### src/rtl/sic_pkg.sv
package sic_pkg;
  // Register word indices (byte offset >> 2)
  localparam int WORD_STATUS  = 0;
  localparam int WORD_RAW     = 1;
  localparam int WORD_ENSET   = 2;
  localparam int WORD_ENCLR   = 3;
  localparam int WORD_SOFTSET = 4;
  localparam int WORD_SOFTCLR = 5;
  localparam int WORD_BYPSET  = 8;
  localparam int WORD_BYPCLR  = 9;

  typedef struct packed {
    logic enSet;
    logic enClr;
    logic softSet;
    logic softClr;
    logic bypSet;
    logic bypClr;
  } strobe_t;

  typedef enum logic [2:0] {
    RD_NONE,
    RD_STATUS,
    RD_RAW,
    RD_ENABLE,
    RD_SOFT,
    RD_BYPASS
  } rdSel_t;
endpackage

### src/rtl/sic_ctrl.sv
module sic_ctrl
  import sic_pkg::*;
#(
  parameter int ADDR_W = 12,
  parameter int DATA_W = 32
) (
  input  logic              clk,
  input  logic              rstN,
  input  logic              psel,
  input  logic              penable,
  input  logic              pwrite,
  input  logic [ADDR_W-1:0] paddr,
  input  logic [DATA_W-1:0] pwdata,
  output strobe_t           strobes,
  output rdSel_t            rdSel
);
  localparam int IDX_W = ADDR_W - 2;

  logic [IDX_W-1:0] wordIdx;
  logic             wrAccess;
  logic             rdAccess;
  logic             dataNonZero;
  logic             unusedLowBits;

  assign wordIdx       = paddr[ADDR_W-1:2];
  assign unusedLowBits = ^paddr[1:0];
  assign wrAccess      = psel & penable & pwrite;
  assign rdAccess      = psel & ~pwrite;
  assign dataNonZero   = |pwdata;

  always_comb begin
    strobes = '0;
    if (wrAccess) begin
      case (wordIdx)
        IDX_W'(WORD_ENSET):   strobes.enSet   = 1'b1;
        IDX_W'(WORD_ENCLR):   strobes.enClr   = 1'b1;
        IDX_W'(WORD_SOFTSET): strobes.softSet = dataNonZero;
        IDX_W'(WORD_SOFTCLR): strobes.softClr = dataNonZero;
        IDX_W'(WORD_BYPSET):  strobes.bypSet  = 1'b1;
        IDX_W'(WORD_BYPCLR):  strobes.bypClr  = 1'b1;
        default:              strobes         = '0;
      endcase
    end
  end

  always_comb begin
    rdSel = RD_NONE;
    if (rdAccess) begin
      case (wordIdx)
        IDX_W'(WORD_STATUS):  rdSel = RD_STATUS;
        IDX_W'(WORD_RAW):     rdSel = RD_RAW;
        IDX_W'(WORD_ENSET):   rdSel = RD_ENABLE;
        IDX_W'(WORD_SOFTSET): rdSel = RD_SOFT;
        IDX_W'(WORD_BYPSET):  rdSel = RD_BYPASS;
        default:              rdSel = RD_NONE;
      endcase
    end
  end

  // At most one register is touched by any bus cycle
  AST_ONE_STROBE: assert property (@(posedge clk) disable iff (!rstN)
    $onehot0(strobes));

  // No register update outside a write access phase
  AST_IDLE_QUIET: assert property (@(posedge clk) disable iff (!rstN)
    !(psel && penable && pwrite) |-> (strobes == '0));

  // Zero data never moves the software request
  AST_SOFT_ZERO: assert property (@(posedge clk) disable iff (!rstN)
    (pwdata == '0) |-> !(strobes.softSet || strobes.softClr));
endmodule

### src/rtl/sic_dp.sv
module sic_dp
  import sic_pkg::*;
#(
  parameter int LINES  = 32,
  parameter int BYP_LO = 21,
  parameter int BYP_HI = 30
) (
  input  logic             clk,
  input  logic             rstN,
  input  logic [LINES-1:0] irqIn,
  input  strobe_t          strobes,
  input  logic [LINES-1:0] wdata,
  input  rdSel_t           rdSel,
  output logic [LINES-1:0] rdata,
  output logic [LINES-1:0] irqOut
);
  localparam int COMB_LINE = LINES - 1;

  function automatic logic [LINES-1:0] windowMask();
    logic [LINES-1:0] m;
    m = '0;
    for (int i = BYP_LO; i <= BYP_HI; i++) m[i] = 1'b1;
    return m;
  endfunction

  localparam logic [LINES-1:0] BYP_MASK = windowMask();

  logic [LINES-1:0] rawQ;
  logic [LINES-1:0] enReg;
  logic [LINES-1:0] bypReg;
  logic             softQ;
  logic [LINES-1:0] outQ;
  logic [LINES-1:0] levelVec;
  logic [LINES-1:0] masked;
  logic [LINES-1:0] outNext;

  assign levelVec = rawQ | {{(LINES-1){1'b0}}, softQ};
  assign masked   = levelVec & enReg;

  always_ff @(posedge clk or negedge rstN) begin
    if (!rstN) begin
      rawQ   <= '0;
      enReg  <= '0;
      bypReg <= '0;
      softQ  <= 1'b0;
      outQ   <= '0;
    end else begin
      rawQ <= irqIn;
      outQ <= outNext;
      if (strobes.enSet)   enReg  <= enReg | wdata;
      if (strobes.enClr)   enReg  <= enReg & ~wdata;
      if (strobes.bypSet)  bypReg <= bypReg | (wdata & BYP_MASK);
      if (strobes.bypClr)  bypReg <= bypReg & ~wdata;
      if (strobes.softSet) softQ  <= 1'b1;
      if (strobes.softClr) softQ  <= 1'b0;
    end
  end

  for (genvar i = 0; i < LINES; i++) begin : gLine
    if (i == COMB_LINE) begin : gComb
      assign outNext[i] = |masked;
    end else if (i >= BYP_LO && i <= BYP_HI) begin : gByp
      assign outNext[i] = bypReg[i] & levelVec[i];
    end else begin : gIdle
      assign outNext[i] = 1'b0;
    end
  end

  always_comb begin
    case (rdSel)
      RD_STATUS: rdata = masked;
      RD_RAW:    rdata = levelVec;
      RD_ENABLE: rdata = enReg;
      RD_SOFT:   rdata = {{(LINES-1){1'b0}}, levelVec[0]};
      RD_BYPASS: rdata = bypReg;
      default:   rdata = '0;
    endcase
  end

  assign irqOut = outQ;

  AST_EN_SET: assert property (@(posedge clk) disable iff (!rstN)
    strobes.enSet |=> ((enReg & $past(wdata)) == $past(wdata)));

  AST_EN_CLR: assert property (@(posedge clk) disable iff (!rstN)
    strobes.enClr |=> ((enReg & $past(wdata)) == '0));

  AST_SOFT_SET: assert property (@(posedge clk) disable iff (!rstN)
    strobes.softSet |=> softQ);

  AST_SOFT_CLR: assert property (@(posedge clk) disable iff (!rstN)
    strobes.softClr |=> !softQ);

  AST_BYP_WINDOW: assert property (@(posedge clk) disable iff (!rstN)
    (bypReg & ~BYP_MASK) == '0);

  AST_QUIET_LINES: assert property (@(posedge clk) disable iff (!rstN)
    1'b1 |=> ((irqOut[LINES-2:0] & ~$past(bypReg[LINES-2:0])) == '0));

  AST_COMB_HIGH: assert property (@(posedge clk) disable iff (!rstN)
    (|masked) |=> irqOut[COMB_LINE]);

  AST_COMB_LOW: assert property (@(posedge clk) disable iff (!rstN)
    !(|masked) |=> !irqOut[COMB_LINE]);
endmodule

### src/rtl/sec_irq_ctrl.sv
module sec_irq_ctrl
  import sic_pkg::*;
#(
  parameter int LINES  = 32,
  parameter int ADDR_W = 12,
  parameter int BYP_LO = 21,
  parameter int BYP_HI = 30
) (
  input  logic              clk,
  input  logic              rstN,
  input  logic              psel,
  input  logic              penable,
  input  logic              pwrite,
  input  logic [ADDR_W-1:0] paddr,
  input  logic [LINES-1:0]  pwdata,
  output logic [LINES-1:0]  prdata,
  input  logic [LINES-1:0]  irqIn,
  output logic [LINES-1:0]  irqOut
);
  strobe_t strobes;
  rdSel_t  rdSel;

  sic_ctrl #(
    .ADDR_W (ADDR_W),
    .DATA_W (LINES)
  ) uCtrl (
    .clk     (clk),
    .rstN    (rstN),
    .psel    (psel),
    .penable (penable),
    .pwrite  (pwrite),
    .paddr   (paddr),
    .pwdata  (pwdata),
    .strobes (strobes),
    .rdSel   (rdSel)
  );

  sic_dp #(
    .LINES  (LINES),
    .BYP_LO (BYP_LO),
    .BYP_HI (BYP_HI)
  ) uDp (
    .clk     (clk),
    .rstN    (rstN),
    .irqIn   (irqIn),
    .strobes (strobes),
    .wdata   (pwdata),
    .rdSel   (rdSel),
    .rdata   (prdata),
    .irqOut  (irqOut)
  );
endmodule

### config.mk
export PLATFORM = sky130hd
export DESIGN_NAME = sec_irq_ctrl
export DESIGN_NICKNAME = d
export VERILOG_FILES = /design/src/rtl/sic_pkg.sv /design/src/rtl/sic_ctrl.sv /design/src/rtl/sic_dp.sv /design/src/rtl/sec_irq_ctrl.sv
export SDC_FILE = /design/constraint.sdc
export NUM_CORES = 1
export LEC_CHECK = 0
export BUFFER_PORTS_ARGS = -buffer_cell sky130_fd_sc_hd__buf_2
export CAP_MARGIN = 30
export CORE_MARGIN = 2
export CORE_UTILIZATION = 45
export CTS_BUF_LIST = sky130_fd_sc_hd__clkbuf_4
export CTS_CLUSTER_SIZE = 16
export DETAILED_ROUTE_END_ITERATION = 10
export PLACE_DENSITY = 0.83
export SETUP_SLACK_MARGIN = 0.4
export SYNTH_ARGS = -nofsm -noshare
export SYNTH_HDL_FRONTEND = slang
export SYNTH_SLANG_ARGS = --single-unit
### constraint.sdc
create_clock -name clk -period 2.4 [get_ports clk]
set_clock_uncertainty 0.15 [all_clocks]
set_input_delay 0.24 -clock clk [delete_from_list [all_inputs] [get_ports clk]]
set_output_delay 0.24 -clock clk [all_outputs]
set_load 0.03 [all_outputs]
==> results.sh <==
export IMPL_status="finished clean"
export IMPL_drive_gt1_share_pct=29.6
export IMPL_antenna_left=0
export IMPL_cts_root_buffer="clkbuf_4"
export IMPL_placed_area_sq_mm=0.00566
export IMPL_cts_htree_levels=3
export IMPL_syn_area_sq_mm=0.00459
export IMPL_ys_flop_type="dfrtp_1"
export IMPL_seq_area_frac_synth_pct=58.8
export IMPL_row_count=36
export IMPL_finalHoldViolations=0
export IMPL_synth_edf_count=0
export IMPL_synth_area_leaders="dfrtp_1, nand2_1, o22ai_1"
export IMPL_setup_ws_ns=0.0888
export IMPL_crit_path_end_kind="output port"
export IMPL_p_per_area_mw_per_mm2=478
export IMPL_fmax_ghz=0.433
export IMPL_core_area_sq_mm=0.00986
export IMPL_die_w_um=105
export IMPL_fin_setup_tns_ns=0
export IMPL_synth_common_cells="dfrtp_1, nand2_1, o21ai_0, o22ai_1, o21ai_1"
export IMPL_grt_util_met1_pct=34.3
export IMPL_clock_sinks=108
export IMPL_yosysMostFrequentCell="dfrtp_1"
export IMPL_start_util_pct=46.6
export IMPL_dp_slack_ns=0.00730
export IMPL_p_total_mw=3.17
export IMPL_clk_latency_ns=0.47
export IMPL_first_iter_violations=286
export IMPL_ys_ff_latch=108
export IMPL_synthCells=455
export IMPL_min_delay_path_class="in -> reg"
export IMPL_finalSetupViolations=0
export IMPL_place_gp_congestion=0.825
export IMPL_grt_busiest_layer="met2"
export IMPL_maxCapViolations=0
export IMPL_dp_hpwl_mm=9.42
export IMPL_grt_max_degree=48
export IMPL_cellLeakagePower_nw=3.00
export IMPL_post_drt_wl_per_cell_um=19.1
export IMPL_grt_usage_pct=27.2
export IMPL_cts_tree="done"
export IMPL_critical_path_class="in -> out"
export IMPL_critPathMaxFanout=14
export IMPL_fin_util_pct=67.2
export IMPL_use_met2_pct=45.4
export IMPL_async_flop_share_pct=100
export IMPL_area_delta_synth_final_pct=44.3
export IMPL_crit_arrival_ns=1.92
export IMPL_rsz0062_at_grt="true"
export IMPL_io_pins=145
export IMPL_drc=0
export IMPL_via_per_inst=5.72
export IMPL_clk_path_buf_depth=2
export IMPL_design_area_sq_mm=0.00663
export IMPL_yosys_cell_types_count=35
export IMPL_first_global_vias=4482
export IMPL_final_nets=728
export IMPL_portBuffers=121
export IMPL_synth_top_cell_area_share_pct=58.8
export IMPL_clk_pin_slew_ns=0.15
export IMPL_final_max_slew_violation_count=0
export IMPL_cts_buffers=9
export IMPL_min_period_over_period_pct=96.3
export IMPL_via_count=4493
export IMPL_max_vdd_ir_drop_mv=0.318
export IMPL_finalCriticalPeriod_ns=2.31
export IMPL_grt_pass1_wl_mm=23.3
export IMPL_firstDrtPassIters=7
export IMPL_cp_start_kind="input pin"
export IMPL_avgSynthCellArea_sq_um=10.1
export IMPL_die_area_sq_mm=0.0110
export IMPL_cp_data_required_time_ns=2.01
export IMPL_yosysWarnings=0
export IMPL_yosysTopAreaCell="dfrtp_1"
export IMPL_met3_usage_pct=5.55
export IMPL_grt_overflow=0
export IMPL_grt_antenna_before_repair=1
export IMPL_routed_wl_mm=15.0
export IMPL_die_h_um=105
[through the flow]
stage          std cells  hold slack [ns]
3_5_place_dp         700           0.0823
6_report             786           0.0326
2_1_floorplan        475           -0.206
5_1_grt              786           0.0423
4_1_cts              783          0.00638
3_3_place_gp         700           0.0727
[where the power goes]
part | total, mW | internal [mW] | switching [mW] | leakage, nW
Clock | 0.919 | 0.313 | 0.606 | 0.0693
Combinational | 0.376 | 0.157 | 0.218 | 1.50
Sequential | 1.88 | 1.85 | 0.0241 | 1.43
Total | 3.17 | 2.32 | 0.849 | 3.00
[worst max-delay path, cell delays in order]
cell and delay [ns]:
buf_6 0.09, nor4_4 0.29, nand4b_1 0.23, a2111o_2 0.49
buf_12 0.22, o21ai_4 0.17, buf_4 0.18
[kinds of logic after synthesis]
logic type	synth area share, %
other	0.0816
buffers and inverters	6.18
AO/OA/AOI/OAI	20.8
multiplexers	0.218
flip-flops	58.8
AND/OR/NAND/NOR	13.9
[final timing paths]
check | endpoint | startpoint | slack (ns) | cells past startpoint
max | prdata[14] | paddr[11] | 0.09 | 7
min | uDp.softQ | paddr[5] | 0.03 | 4
min in group asynchronous | async pin | rstN | 0.08 | 2
max reg2reg | uDp.irqOut[31] | uDp.rawQ[22] | 0.69 | 4
min reg2reg | flip-flop | flip-flop | 0.38 | 2
max in group asynchronous | uDp.bypReg[20] | rstN | 1.26 | 3
[layout by cell type, fill, tap and decap left out, types with 2 or more instances in the layout]
| cell type | n |
|---|---|
| nor4_1 | 9 |
| nand2_1 | 98 |
| a22oi_1 | 14 |
| conb_1 | 21 |
| dlygate4sd3_1 | 65 |
| nand4_1 | 5 |
| nand3_1 | 2 |
| nor2_1 | 5 |
| o22a_1 | 2 |
| clkinv_2 | 2 |
| buf_6 | 12 |
| buf_2 | 86 |
| o21ai_4 | 30 |
| buf_4 | 39 |
| buf_12 | 3 |
| inv_1 | 2 |
| and2_1 | 10 |
| clkinvlp_4 | 2 |
| clkbuf_4 | 9 |
| a21oi_1 | 20 |
| dfrtp_1 | 108 |
| o21ai_0 | 34 |
| a21boi_0 | 22 |
| o22ai_1 | 32 |
[metal layers]
metal / vias up / wire [um]
met2: 295 / 7440
met1: 2186 / 5780
met4: 0 / 536
met3: 51 / 1220
li1: 1961 / -
met5: - / 0
[timing repair]
item | in CTS | in global routing
gates resized for setup | 33 | 12
pin swaps | 4 | 3
buffers inserted | 2 | 1
hold endpoints to repair | 177 | 0
cloned | 0 | 1
hold buffers | 65 | 0
endpoints found under the setup margin | 32 | 32
[area by class of cell]
class	count	area, sq um
Fill cell	705	3230
Sequential cell	108	2700
Multi-Input combinational cell	320	2020
Timing Repair Buffer	206	1590
Tap cell	133	166
Clock buffer	9	67.6
Clock inverter	7	67.6
Inverter	2	7.51
Antenna cell	1	2.50
Note: power is estimated with default switching activity, not from simulation.
